==> src/rtl/scrx_pkg.sv <==
package scrx_pkg;

    typedef enum logic [1:0] {
        PAR_NONE     = 2'b00,
        PAR_EVEN     = 2'b01,
        PAR_ODD      = 2'b10,
        PAR_NONE_ALT = 2'b11
    } par_mode_e;

    typedef enum logic [2:0] {
        ST_IDLE,
        ST_START,
        ST_DATA,
        ST_SLOT,
        ST_STOP,
        ST_TAIL
    } rx_state_e;

    function automatic logic par_enabled(input logic [1:0] m);
        return (m == PAR_EVEN) || (m == PAR_ODD);
    endfunction

endpackage

==> src/rtl/scrx_bit_timer.sv <==
// Counts sample ticks; fires after a half or a full bit period.
module scrx_bit_timer #(
    parameter int OVERSAMPLE = 16
) (
    input  logic clk,
    input  logic rst_n,
    input  logic tick,
    input  logic restart,
    input  logic half_sel,
    output logic fire
);
    localparam int CW   = $clog2(OVERSAMPLE + 1);
    localparam int HALF = OVERSAMPLE / 2;

    logic [CW-1:0] cnt;
    logic [CW-1:0] limit;

    always_comb begin
        limit = half_sel ? CW'(HALF) : CW'(OVERSAMPLE);
        fire  = tick && !restart && (cnt == limit - CW'(1));
    end

    always_ff @(posedge clk or negedge rst_n) begin
        if (!rst_n) begin
            cnt <= '0;
        end else if (restart) begin
            cnt <= '0;
        end else if (tick) begin
            cnt <= fire ? '0 : cnt + CW'(1);
        end
    end

    // the counter never runs past the selected period
    p_cnt_in_period_r10: assert property (@(posedge clk) disable iff (!rst_n)
        cnt < limit);

endmodule

==> src/rtl/scrx_datapath.sv <==
// Shift register for data bits plus captured ninth-slot and stop bits.
module scrx_datapath #(
    parameter int DATA_W = 8
) (
    input  logic              clk,
    input  logic              rst_n,
    input  logic              line,
    input  logic              clear,
    input  logic              shift_en,
    input  logic              slot_en,
    input  logic              stop_en,
    input  logic [1:0]        mode,
    output logic [DATA_W-1:0] data,
    output logic              parity_err,
    output logic              frame_err
);
    import scrx_pkg::*;

    logic [DATA_W-1:0] shreg;
    logic              slot_bit;
    logic              stop_bit;

    always_ff @(posedge clk or negedge rst_n) begin
        if (!rst_n) begin
            shreg    <= '0;
            slot_bit <= 1'b1;
            stop_bit <= 1'b1;
        end else begin
            if (clear) begin
                slot_bit <= 1'b1;
                stop_bit <= 1'b1;
            end
            if (shift_en) shreg    <= {line, shreg[DATA_W-1:1]};
            if (slot_en)  slot_bit <= line;
            if (stop_en)  stop_bit <= line;
        end
    end

    always_comb begin
        data       = shreg;
        parity_err = par_enabled(mode) &&
                     ((^shreg ^ slot_bit) != (mode == PAR_ODD));
        frame_err  = !stop_bit || (!par_enabled(mode) && !slot_bit);
    end

endmodule

==> src/rtl/scrx_ctrl.sv <==
// Character framing state machine.
module scrx_ctrl #(
    parameter int DATA_W = 8
) (
    input  logic clk,
    input  logic rst_n,
    input  logic tick,
    input  logic line,
    input  logic fire,
    output logic restart,
    output logic half_sel,
    output logic clear,
    output logic shift_en,
    output logic slot_en,
    output logic stop_en,
    output logic emit
);
    import scrx_pkg::*;

    localparam int IW = $clog2(DATA_W + 1);

    rx_state_e     state, state_nx;
    logic [IW-1:0] bit_idx;

    always_ff @(posedge clk or negedge rst_n) begin
        if (!rst_n) begin
            state   <= ST_IDLE;
            bit_idx <= '0;
        end else begin
            state <= state_nx;
            if (state == ST_START)
                bit_idx <= '0;
            else if (shift_en)
                bit_idx <= bit_idx + IW'(1);
        end
    end

    always_comb begin
        state_nx = state;
        restart  = 1'b0;
        half_sel = 1'b0;
        clear    = 1'b0;
        shift_en = 1'b0;
        slot_en  = 1'b0;
        stop_en  = 1'b0;
        emit     = 1'b0;
        unique case (state)
            ST_IDLE: begin
                half_sel = 1'b1;
                if (tick && !line) begin
                    restart  = 1'b1;
                    clear    = 1'b1;
                    state_nx = ST_START;
                end
            end
            ST_START: begin
                half_sel = 1'b1;
                if (fire) state_nx = line ? ST_IDLE : ST_DATA;
            end
            ST_DATA: begin
                if (fire) begin
                    shift_en = 1'b1;
                    if (bit_idx == IW'(DATA_W - 1)) state_nx = ST_SLOT;
                end
            end
            ST_SLOT: begin
                if (fire) begin
                    slot_en  = 1'b1;
                    state_nx = ST_STOP;
                end
            end
            ST_STOP: begin
                if (fire) begin
                    stop_en  = 1'b1;
                    state_nx = ST_TAIL;
                end
            end
            ST_TAIL: begin
                half_sel = 1'b1;
                if (fire) begin
                    emit     = 1'b1;
                    state_nx = ST_IDLE;
                end
            end
            default: state_nx = ST_IDLE;
        endcase
    end

    // a high level at the start-bit midpoint returns to idle
    p_glitch_dropped_r7: assert property (@(posedge clk) disable iff (!rst_n)
        (state == ST_START && fire && line) |=> (state == ST_IDLE));

    // exactly DATA_W data samples per character
    p_bit_idx_bound_r2: assert property (@(posedge clk) disable iff (!rst_n)
        (state == ST_DATA) |-> (bit_idx < IW'(DATA_W)));

    // the result is produced only after the stop bit was sampled
    p_tail_after_stop_r10: assert property (@(posedge clk) disable iff (!rst_n)
        $rose(state == ST_TAIL) |-> $past(state) == ST_STOP);

endmodule

==> src/rtl/serial_char_rx.sv <==
module serial_char_rx #(
    parameter int DATA_W      = 8,
    parameter int OVERSAMPLE  = 16,
    parameter int SYNC_STAGES = 2
) (
    input  logic              clk,
    input  logic              rst_n,
    input  logic              rx_line,
    input  logic              sample_tick,
    input  logic [1:0]        par_mode,
    output logic [DATA_W-1:0] rx_data,
    output logic              rx_valid,
    output logic              rx_parity_err,
    output logic              rx_frame_err
);
    import scrx_pkg::*;

    logic [SYNC_STAGES-1:0] sync_q;
    logic                   line_s;
    logic                   fire, restart, half_sel, clear;
    logic                   shift_en, slot_en, stop_en, emit;
    logic [DATA_W-1:0]      dp_data;
    logic                   dp_perr, dp_ferr;

    always_ff @(posedge clk or negedge rst_n) begin
        if (!rst_n) sync_q <= '1;
        else        sync_q <= {sync_q[SYNC_STAGES-2:0], rx_line};
    end
    assign line_s = sync_q[SYNC_STAGES-1];

    scrx_bit_timer #(.OVERSAMPLE(OVERSAMPLE)) u_timer (
        .clk      (clk),
        .rst_n    (rst_n),
        .tick     (sample_tick),
        .restart  (restart),
        .half_sel (half_sel),
        .fire     (fire)
    );

    scrx_ctrl #(.DATA_W(DATA_W)) u_ctrl (
        .clk      (clk),
        .rst_n    (rst_n),
        .tick     (sample_tick),
        .line     (line_s),
        .fire     (fire),
        .restart  (restart),
        .half_sel (half_sel),
        .clear    (clear),
        .shift_en (shift_en),
        .slot_en  (slot_en),
        .stop_en  (stop_en),
        .emit     (emit)
    );

    scrx_datapath #(.DATA_W(DATA_W)) u_dp (
        .clk        (clk),
        .rst_n      (rst_n),
        .line       (line_s),
        .clear      (clear),
        .shift_en   (shift_en),
        .slot_en    (slot_en),
        .stop_en    (stop_en),
        .mode       (par_mode),
        .data       (dp_data),
        .parity_err (dp_perr),
        .frame_err  (dp_ferr)
    );

    always_ff @(posedge clk or negedge rst_n) begin
        if (!rst_n) begin
            rx_data       <= '0;
            rx_valid      <= 1'b0;
            rx_parity_err <= 1'b0;
            rx_frame_err  <= 1'b0;
        end else begin
            rx_valid      <= emit;
            rx_parity_err <= emit && dp_perr;
            rx_frame_err  <= emit && dp_ferr;
            if (emit) rx_data <= dp_data;
        end
    end

    // error flags only accompany a strobe
    p_err_needs_valid_r9: assert property (@(posedge clk) disable iff (!rst_n)
        (rx_parity_err || rx_frame_err) |-> rx_valid);

    // the strobe lasts one cycle
    p_valid_one_cycle_r9: assert property (@(posedge clk) disable iff (!rst_n)
        rx_valid |=> !rx_valid);

    // no parity error when parity is switched off
    p_none_no_perr_r5: assert property (@(posedge clk) disable iff (!rst_n)
        (rx_valid && !par_enabled($past(par_mode))) |-> !rx_parity_err);

endmodule

==> config.mk <==
export PLATFORM = sky130hd
export DESIGN_NAME = serial_char_rx
export DESIGN_NICKNAME = d
export VERILOG_FILES = /design/src/rtl/scrx_pkg.sv /design/src/rtl/scrx_bit_timer.sv /design/src/rtl/scrx_datapath.sv /design/src/rtl/scrx_ctrl.sv /design/src/rtl/serial_char_rx.sv
export SDC_FILE = /design/constraint.sdc
export NUM_CORES = 1
export LEC_CHECK = 0
export ABC_AREA = 1
export BUFFER_PORTS_ARGS = -buffer_cell sky130_fd_sc_hd__buf_2
export CAP_MARGIN = 20
export CORE_ASPECT_RATIO = 0.6
export CORE_MARGIN = 2
export CORE_UTILIZATION = 30
export CTS_BUF_LIST = sky130_fd_sc_hd__clkbuf_2 sky130_fd_sc_hd__clkbuf_4 sky130_fd_sc_hd__clkbuf_8
export CTS_CLUSTER_SIZE = 16
export DETAILED_ROUTE_END_ITERATION = 8
export SLEW_MARGIN = 25
export SYNTH_ARGS = -nofsm -noshare
export SYNTH_HDL_FRONTEND = slang
export SYNTH_HIERARCHICAL = 1
export SYNTH_SLANG_ARGS = --single-unit
==> constraint.sdc <==
create_clock -name clk -period 2.87 [get_ports clk]
set_input_delay 0.574 -clock clk [delete_from_list [all_inputs] [get_ports clk]]
set_output_delay 0.574 -clock clk [all_outputs]
set_load 0.005 [all_outputs]
[After elaboration in Yosys (flattened, before gate mapping)]
Cells that the tools add are included.
Word-level totals
  register bits after elaboration: 35
  logic and storage cells: 80
Cells by class
  add/subtract/negate cells: 3
  eq/ne operators: 17
  multiplexer cells: 26
  bitwise gates (word level): 1
  reduce and logical (&&, ||, !) cells: 22
Operator list (number)
  two-way mux 3 bit: 7
  two-way mux 5 bit: 4
  one-hot mux 3 bit (6 select lines): 1
  two-way mux 1 bit: 11
  != test 2 bit, second input constant: 5
  two-way mux 4 bit: 2
  nonzero test 2 bit: 4
  XOR reduction 8 bit: 1
  logical AND 1 bit: 7
  AND reduction 7 bit: 1
  == test 3 x 2 -> 1 bit, second input constant: 2
  == test 3 bit, second input constant: 2
  adder 5 x 1 -> 5 bit, second input constant: 1
  == test 5 bit: 1
  zero test 1 bit: 5
  subtractor 5 x 1 -> 5 bit, second input constant: 1
  adder 4 x 1 -> 4 bit, second input constant: 1
  == test 4 x 3 -> 1 bit, second input constant: 1
  != test 2 x 1 -> 1 bit, second input constant: 2
  == test 3 x 1 -> 1 bit, second input constant: 1
  zero test 3 bit: 1
  OR reduction 3 bit: 1
  == test 2 x 1 -> 1 bit, second input constant: 1
  == test 2 bit, second input constant: 1
  4 further kinds: 5

[Depth between registers and ports, before layout]
Gate-level depths: netlist of the first run.
  depth in word-level cells: 11
  depth in mapped cells: 15

[Modules after synthesis]
Netlist of the first run, hierarchy kept.
Modules (own cells, without submodules)
  scrx_datapath: times used 1, cells an instance 68, area each 530.5 µm², sequential area each 252.7 µm²
  scrx_ctrl: times used 1, cells an instance 67, area each 478.0 µm², sequential area each 175.2 µm²
  serial_char_rx: times used 1, cells an instance 43, area each 444.2 µm², sequential area each 327.8 µm²
  scrx_bit_timer: times used 1, cells an instance 45, area each 310.3 µm², sequential area each 125.1 µm²

[Worst setup path after synthesis of the first run]
No wires, ideal clock.
  kind: input to register
  from: input port sample_tick
  to: register u_dp.shreg[0] (netlist: u_dp/data[0])
  arrival: 1995 ps
  required time: 2745 ps
  setup slack: 750 ps
  stages on the path: 11
  path through: inv_1 > nor2_1 > nand3_1 > inv_1 > buf_4 > nor2_2 > inv_1 > nor2_1 > inv_2 > nor2_2 > mux2_2
Between the ends
  cells in the longest elaborated chain, start to end: 8
Ends and longest elaborated chain
  from (decl): line serial_char_rx.sv:9  | input logic sample_tick,
  logical AND 1 bit: line scrx_ctrl.sv:50  | if (tick && !line) begin
  two-way mux 1 bit (2 in series)
  named net clear: line serial_char_rx.sv:20  | logic fire, restart, half_sel, clear;
  zero test 1 bit: line scrx_bit_timer.sv:20  | fire = tick && !restart && (cnt == limit - CW'(1));
  logical AND 1 bit (2 in series): line scrx_bit_timer.sv:20
  named net fire: line serial_char_rx.sv:20
  two-way mux 1 bit: line scrx_ctrl.sv:61  | if (fire) begin
  two-way mux 1 bit: line scrx_ctrl.sv:47  | unique case (state)
  named net shift_en: line serial_char_rx.sv:21  | logic shift_en, slot_en, stop_en, emit;
  to (signal assigned): line scrx_datapath.sv:33  | if (shift_en) shreg <= {line, shreg[DATA_W-1:1]};
  to (decl): line scrx_datapath.sv:19  | logic [DATA_W-1:0] shreg;
The timed path passes the listed nets, and every way through them passes these cells.
A chain may end at the register's enable or synchronous reset.

[Final worst setup path of the first run]
  from: register u_ctrl.state[1]
  to: register rx_data[2]
RTL lines
  from (decl): line scrx_ctrl.sv:22  | rx_state_e state, state_nx;
  from (signal assigned): line scrx_ctrl.sv:30  | state <= state_nx;
  zero test 3 bit
  two-way mux 1 bit
  named net clear: line serial_char_rx.sv:20
  zero test 1 bit: line scrx_bit_timer.sv:20
  logical AND 1 bit (2 in series): line scrx_bit_timer.sv:20
  named net fire: line serial_char_rx.sv:20
  two-way mux 1 bit: line scrx_ctrl.sv:80  | if (fire) begin
  two-way mux 1 bit: line scrx_ctrl.sv:47
  named net emit: line serial_char_rx.sv:21
  to (signal assigned): line serial_char_rx.sv:79  | if (emit) rx_data <= dp_data;
  to (decl): line serial_char_rx.sv:11  | output logic [DATA_W-1:0] rx_data,
The timed path passes the listed nets, and every way through them passes these cells.

==> metrics, run 1 <==
share of layout cells above drive strength 1=0.188; vias per cell=4.44; final hold vios=0; worst slew pin tran=~0.78 ns; drt wl/cell=~11 um; Reg-to-Reg Start=u_ctrl/state[1]; largest net degree at the start of global routing=36; Max Clock Freq=440 MHz; Die Wd=~100 um; Worst R2R End=rx_data[2]; die area=6530 um^2; met2 GRT Util=0.167; Cell Count Post-Placement=317; clock tree buffer depth=2; Final period util=0.791; hold_ws=around 0.36 ns; EDFF count, synth=0; CTS root buf=clkbuf_8; data arrival time of the worst path=2.45 ns; met1 Use GR=0.188; Pwr Density=around 800 nW/um^2; Total GRT Usage=0.125; top_reg_cell synth=dfrtp_1; routability cong.=0.830; type of the worst setup path=reg2reg; Syn Nets=between 200 and 250; Post-DP HPWL=around 2.6 mm; starting density of the core=0.314; DRT Wirelength=around 3.6 mm; First DRT Iteration DRCs=103; FF+latch count, synth=35; post-route ant nets=0; Reg2Reg Depth=12; Post-CTS Setup Repair Bufs=0; crit start category=flip-flop; final count of negative-setup-slack endpoints=0; Layout area overhead=14.3%; Worst EP required=approximately 3.1 ns; Die Ht=63.4 um; Post-Synthesis Cells=approximately 220; H-tree Lvls=2; Syn. warnings=6; # rows=21; Port Buf Inserts=16; PostCTS Resize Cnt=0; status=complete, no violations; Worst R2R Setup Slack=0.60 ns; Slew headroom=0.482; maxcap violations=0; TritonCTS buffer count=5; via count=1444; Residual DRC=0; endpoint type of the worst setup path=flip-flop; Post-CTS Hold Buffers=0; hold crit path type=in2async; Clock Sinks=35; Cell Count, Final, Fillers Out=325; first-pass GRT wire length=roughly 6.2 mm; core area=5620 um^2; Crit. Startpoint=u_ctrl/state[1]; initial antenna violation count=0; vias in the first global route=around 1300; Cell Area, Synth=1760 um^2; IO Count=17; LEAKAGE=around 1.1 nW; Critical Path Fanout Max=12; RSZ-0062 raised after global routing=false; TNS Setup=0 ns; max-slew violations=0; clock skew=around 0.011 ns; most common cell after layout, fill and taps aside=nand2_1; met3 Track Usage GR=0.0377; clock period minus worst slack=~2.3 ns; Total Nets Final=253; # diodes=0; TritonCTS clock tree=done; Post-synth ARST share=1.00; syn avg cell area=between 7 and 8 um^2; Reg clk slew, reported paths=~0.080 ns; Peak VDD IR=~0.24 mV; most frequent cells in the layout=nand2_1, dfrtp_1, inv_1, buf_2, nand3_1; Seq/Total Area, Yosys=0.500; first-pass iteration count of the detailed router=4; clk_lat worst skew=0.29 ns; post-synthesis cell type count=26; gr busiest metal=met1; total gr overflow=0
## cell families after synthesis
family / synth area share
muxes: 0.00639
and+or+nand+nor: 0.320
buffers and inverters: 0.0731
AOI/OAI and AO/OA: 0.0546
DFF: 0.500
xor gates and xnor gates: 0.0248
adders and majority gates: 0.0213
## critical path, cell delays in order, from the launching register on
cell	delay (ns)
dfrtp_1	0.52
nor2_2	0.09
nand3_1	0.12
inv_1	0.10
nor2_2	0.20
inv_1	0.08
nor2_1	0.22
inv_2	0.10
nor4_1	0.19
buf_4	0.24
inv_1	0.16
nand2_1	0.09
nand2_1	0.05
## synthesized netlist by cell type, types with 3 or more instances
library cell / number / share of area
inv_1: 22 / 0.047
dfstp_2: 4 / 0.060
xnor2_1: 3 / 0.015
o21ai_0: 7 / 0.020
dfrtp_1: 31 / 0.44
nand4_1: 5 / 0.018
a21oi_1: 6 / 0.017
inv_2: 4 / 0.0085
nor2_2: 4 / 0.014
nand3_1: 16 / 0.045
nor2_1: 11 / 0.023
o21ai_1: 3 / 0.0085
nand2_1: 85 / 0.18
nand2_2: 4 / 0.014
ha_1: 3 / 0.021
## final cells by class
class                      instances  area (um^2)
fill                             591         3610
tap                               80          100
sequential                        35          881
clock inverter                     3         20.0
multi-input combinational        158          753
inverter                          26         97.6
timing repair buffer              18         95.1
clock buffer                       5         68.8
## where the power goes
part | leakage, nW | switching [mW] | internal [mW] | total [mW]
registers | 0.452 | 0.154 | 0.608 | 0.762
logic | 0.594 | 0.324 | 0.207 | 0.531
clock network | 0.0402 | 0.193 | 0.169 | 0.362
## per-stage QoR
stage / power, mW / area (um^2) / setup WS, ns / util
finish: 1.65 / 2020 / 0.599 / 0.358
detailed placement: 1.30 / 1930 / 0.452 / 0.343
global placement: 1.29 / 1930 / 0.516 / 0.343
floorplan: 1.18 / 1760 / 0.750 / -
CTS: 1.68 / 2020 / 0.569 / 0.358
global route: 1.81 / 2020 / 0.275 / 0.358
## metal layers
metal / up-vias / share of wire
met5: - / 0
met1: 664 / 0.56
met4: 0 / 0.015
met3: 5 / 0.046
met2: 29 / 0.38
li1: 746 / -
## sequential cells by signal, indices dropped and copies added (netlist names)
register and count:
rx_data 8, u_dp/data 8, u_timer/cnt 5, u_ctrl/bit_idx 4
u_ctrl/state 3, sync_q 2, rx_frame_err 1, rx_parity_err 1
rx_valid 1, u_dp/slot_bit 1, u_dp/stop_bit 1
## how the worst max path moves through the flow
stage | end | slack [ns] | depth (start not counted)
floorplan | u_dp/data[0] | 0.75 | 11
global placement | rx_data[3] | 0.52 | 14
detailed placement | rx_data[1] | 0.45 | 14
CTS | rx_data[2] | 0.57 | 12
global route | rx_data[0] | 0.27 | 12
finish | rx_data[2] | 0.60 | 12
Power figures use the tool's default switching activity.
==> run 2: changes to the inputs <==
==> constraint.sdc (replaced) <==
create_clock -name clk -period 2.4 [get_ports clk]
set_input_delay 0.48 -clock clk [delete_from_list [all_inputs] [get_ports clk]]
set_output_delay 0.48 -clock clk [all_outputs]
set_load 0.005 [all_outputs]
==> run 2 against run 1 <==
Compared with the run above:
- via count grew 0.35%
- critical path depth is the same
- register-to-register slack lost 0.30 ns
- global-route usage shrank 0.16 points
- sequential power grew 19%
- critical path type unchanged
- critical endpoint is now rx_data[4]
- highest routed layer unchanged
==> metrics, run 2 (synthesized netlist as in run 1, its figures left out) <==
Fillers=584 (-1.2%); final hold vios=0 (unchanged); post-route ant nets=0 (unchanged); type of the worst setup path=reg2reg; Max Clock Freq=476 MHz (+8.1%); Post-CTS Hold Buffers=0 (unchanged); clk_lat worst skew=0.29 ns (about the same); routability cong.=0.829 (-0.12%); clock skew=0.00989 ns (-0.00130 ns); DRT Wirelength=3.64 mm (+2.5%); TritonCTS buffer count=5 (unchanged); CTS root buf=clkbuf_8; final total power=2.04 mW (+23%); Critical Path Fanout Max=8 (-4); Clock Sinks=35 (unchanged); data arrival time of the worst path=2.28 ns (-0.17 ns); maxcap violations=0 (unchanged); RSZ-0062 raised after global routing=false; hold crit path type=in2async; die area=6530 um^2 (unchanged); initial antenna violation count=0 (unchanged); status=complete, no violations; share of layout cells above drive strength 1=0.198 (+0.00983); TNS Setup=0 ns (unchanged); Pwr Density=991 nW/um^2 (+21%); Worst R2R Setup Slack=0.30 ns (-0.30 ns); LEAKAGE=1.11 nW (+2.5%); endpoint type of the worst setup path=flip-flop; most frequent cells in the layout=nand2_1, dfrtp_1, inv_1, buf_2, nand3_1; largest net degree at the start of global routing=36 (unchanged); starting density of the core=0.314 (unchanged); first-pass GRT wire length=6.08 mm (-1.8%); Slew headroom=0.488 (+0.00588); Layout area overhead=16.7%; H-tree Lvls=2 (unchanged); clock share of power=0.232 (+0.013); first-pass iteration count of the detailed router=4 (unchanged); Core Util, Final=0.366 (+0.00757); Residual DRC=0 (unchanged); via count=1449 (+0.35%); Internal=1.24 mW (+27%); max-slew violations=0 (unchanged); total gr overflow=0 (unchanged); IO Count=17 (unchanged); worst slew pin tran=0.768 ns (-0.00882 ns); drt wl/cell=11.1 um (+1.5%); Final period util=0.875 (+0.0842); Worst EP required=2.58 ns (-0.47 ns); Die Ht=63.4 um (unchanged); # rows=21 (unchanged); clock tree buffer depth=2 (unchanged); crit start category=flip-flop; First DRT Iteration DRCs=100 (-2.9%); Comb pwr share=0.326 (+0.005); TritonCTS clock tree=done; most common cell after layout, fill and taps aside=nand2_1; Total Nets Final=256 (+1.2%); clock period minus worst slack=2.10 ns (-0.170 ns); Reg clk slew, reported paths=0.08 ns (about the same); Die Wd=103 um (unchanged); vias per cell=4.42 (-0.57%); Post-DP HPWL=2.75 mm (+6.1%); core area=5620 um^2 (unchanged); Peak VDD IR=0.270 mV (+11%); vias in the first global route=1284 (-2.1%); final count of negative-setup-slack endpoints=0 (unchanged); # diodes=0 (unchanged); Net Sw Frac=0.390 (-0.0153); Port Buf Inserts=16 (unchanged); Total GRT Usage=0.123 (-0.00160); P_sw=796 uW (+19%); Reg power frac=0.442 (-0.018)
-- run 2: cell types whose count changed in the layout (fill, tap and decap cells not counted), sizes merged --
| cell | delta |
|---|---|
| clkbuf | +2 |
| clkinv | -1 |
| buf | +3 |
| clkinvlp | -1 |
-- run 2: cell type report --
| class | instances | area [um^2] | area share |
|---|---|---|---|
| tap | 80 | 100 | 0.0486 |
| inverter | 26 | 97.6 | 0.0474 |
| sequential | 35 | 881 | 0.428 |
| timing repair buffer | 21 | 118 | 0.0571 |
| clock buffer | 7 | 96.3 | 0.0468 |
| multi-input combinational | 158 | 758 | 0.368 |
| clock inverter | 1 | 7.51 | 0.00365 |
-- run 2: metal layers --
metal / up-vias / share of wire / wire length [um] / GRT usage
li1: 747 / - / - / -
met1: 661 / 0.56 / 2050 / 0.195
met2: 36 / 0.38 / 1380 / 0.151
met3: 5 / 0.043 / 157 / 0.0355
met4: 0 / 0.013 / 48 / 0.0510
met5: - / 0 / 0 / 0
-- run 2: path summary, 6_finish.rpt --
path / startpoint / to / cells after the start
max in group asynchronous: rst_n / u_dp/data[0] / 1
min in group clk: rx_line / sync_q[0] / 1
min reg2reg: sync_q[0] / sync_q[1] / 0
min: rst_n / u_timer/cnt[1] / 1
max reg2reg: sync_q[1] / rx_data[4] / 12
max: sync_q[1] / rx_data[4] / 12
-- run 2: stage by stage --
| stage | setup WS [ns] | area, um^2 | hold WS, ns | std cells |
|---|---|---|---|---|
| 2_1_floorplan | 0.350 | 1760 | 0.184 | 223 |
| 3_3_place_gp | 0.203 | 1930 | 0.347 | 318 |
| 3_5_place_dp | 0.139 | 1930 | 0.347 | 318 |
| 4_1_cts | 0.161 | 2040 | 0.280 | 326 |
| 5_1_grt | 0.0187 | 2060 | 0.268 | 328 |
| 6_report | 0.299 | 2060 | 0.258 | 328 |
-- run 2: repair_timing --
action | CTS | global route
gates resized for setup | 0 | 1
buffers inserted | 0 | 2
setup endpoints to repair | 0 | 8
-- run 2: power by group through the flow --
stage | clock network, mW | registers [mW] | logic [mW]
after detailed placement | 0 | 0.910 | 0.654
after CTS | 0.487 | 0.899 | 0.657
after global placement | 0 | 0.910 | 0.641
final | 0.473 | 0.903 | 0.665
after floorplan | 0 | 0.865 | 0.544
after global routing | 0.519 | 0.928 | 0.772
-- run 2: worst max-delay path, cell delays in order, from the launching register on --
cell	delay [ns]
dfstp_2	0.58
nor2_1	0.06
nand3_1	0.09
inv_1	0.11
nor2_4	0.17
inv_1	0.07
nor2_1	0.21
inv_2	0.10
nor4_1	0.18
buf_4	0.17
inv_1	0.11
nand2_1	0.08
nand2_1	0.05
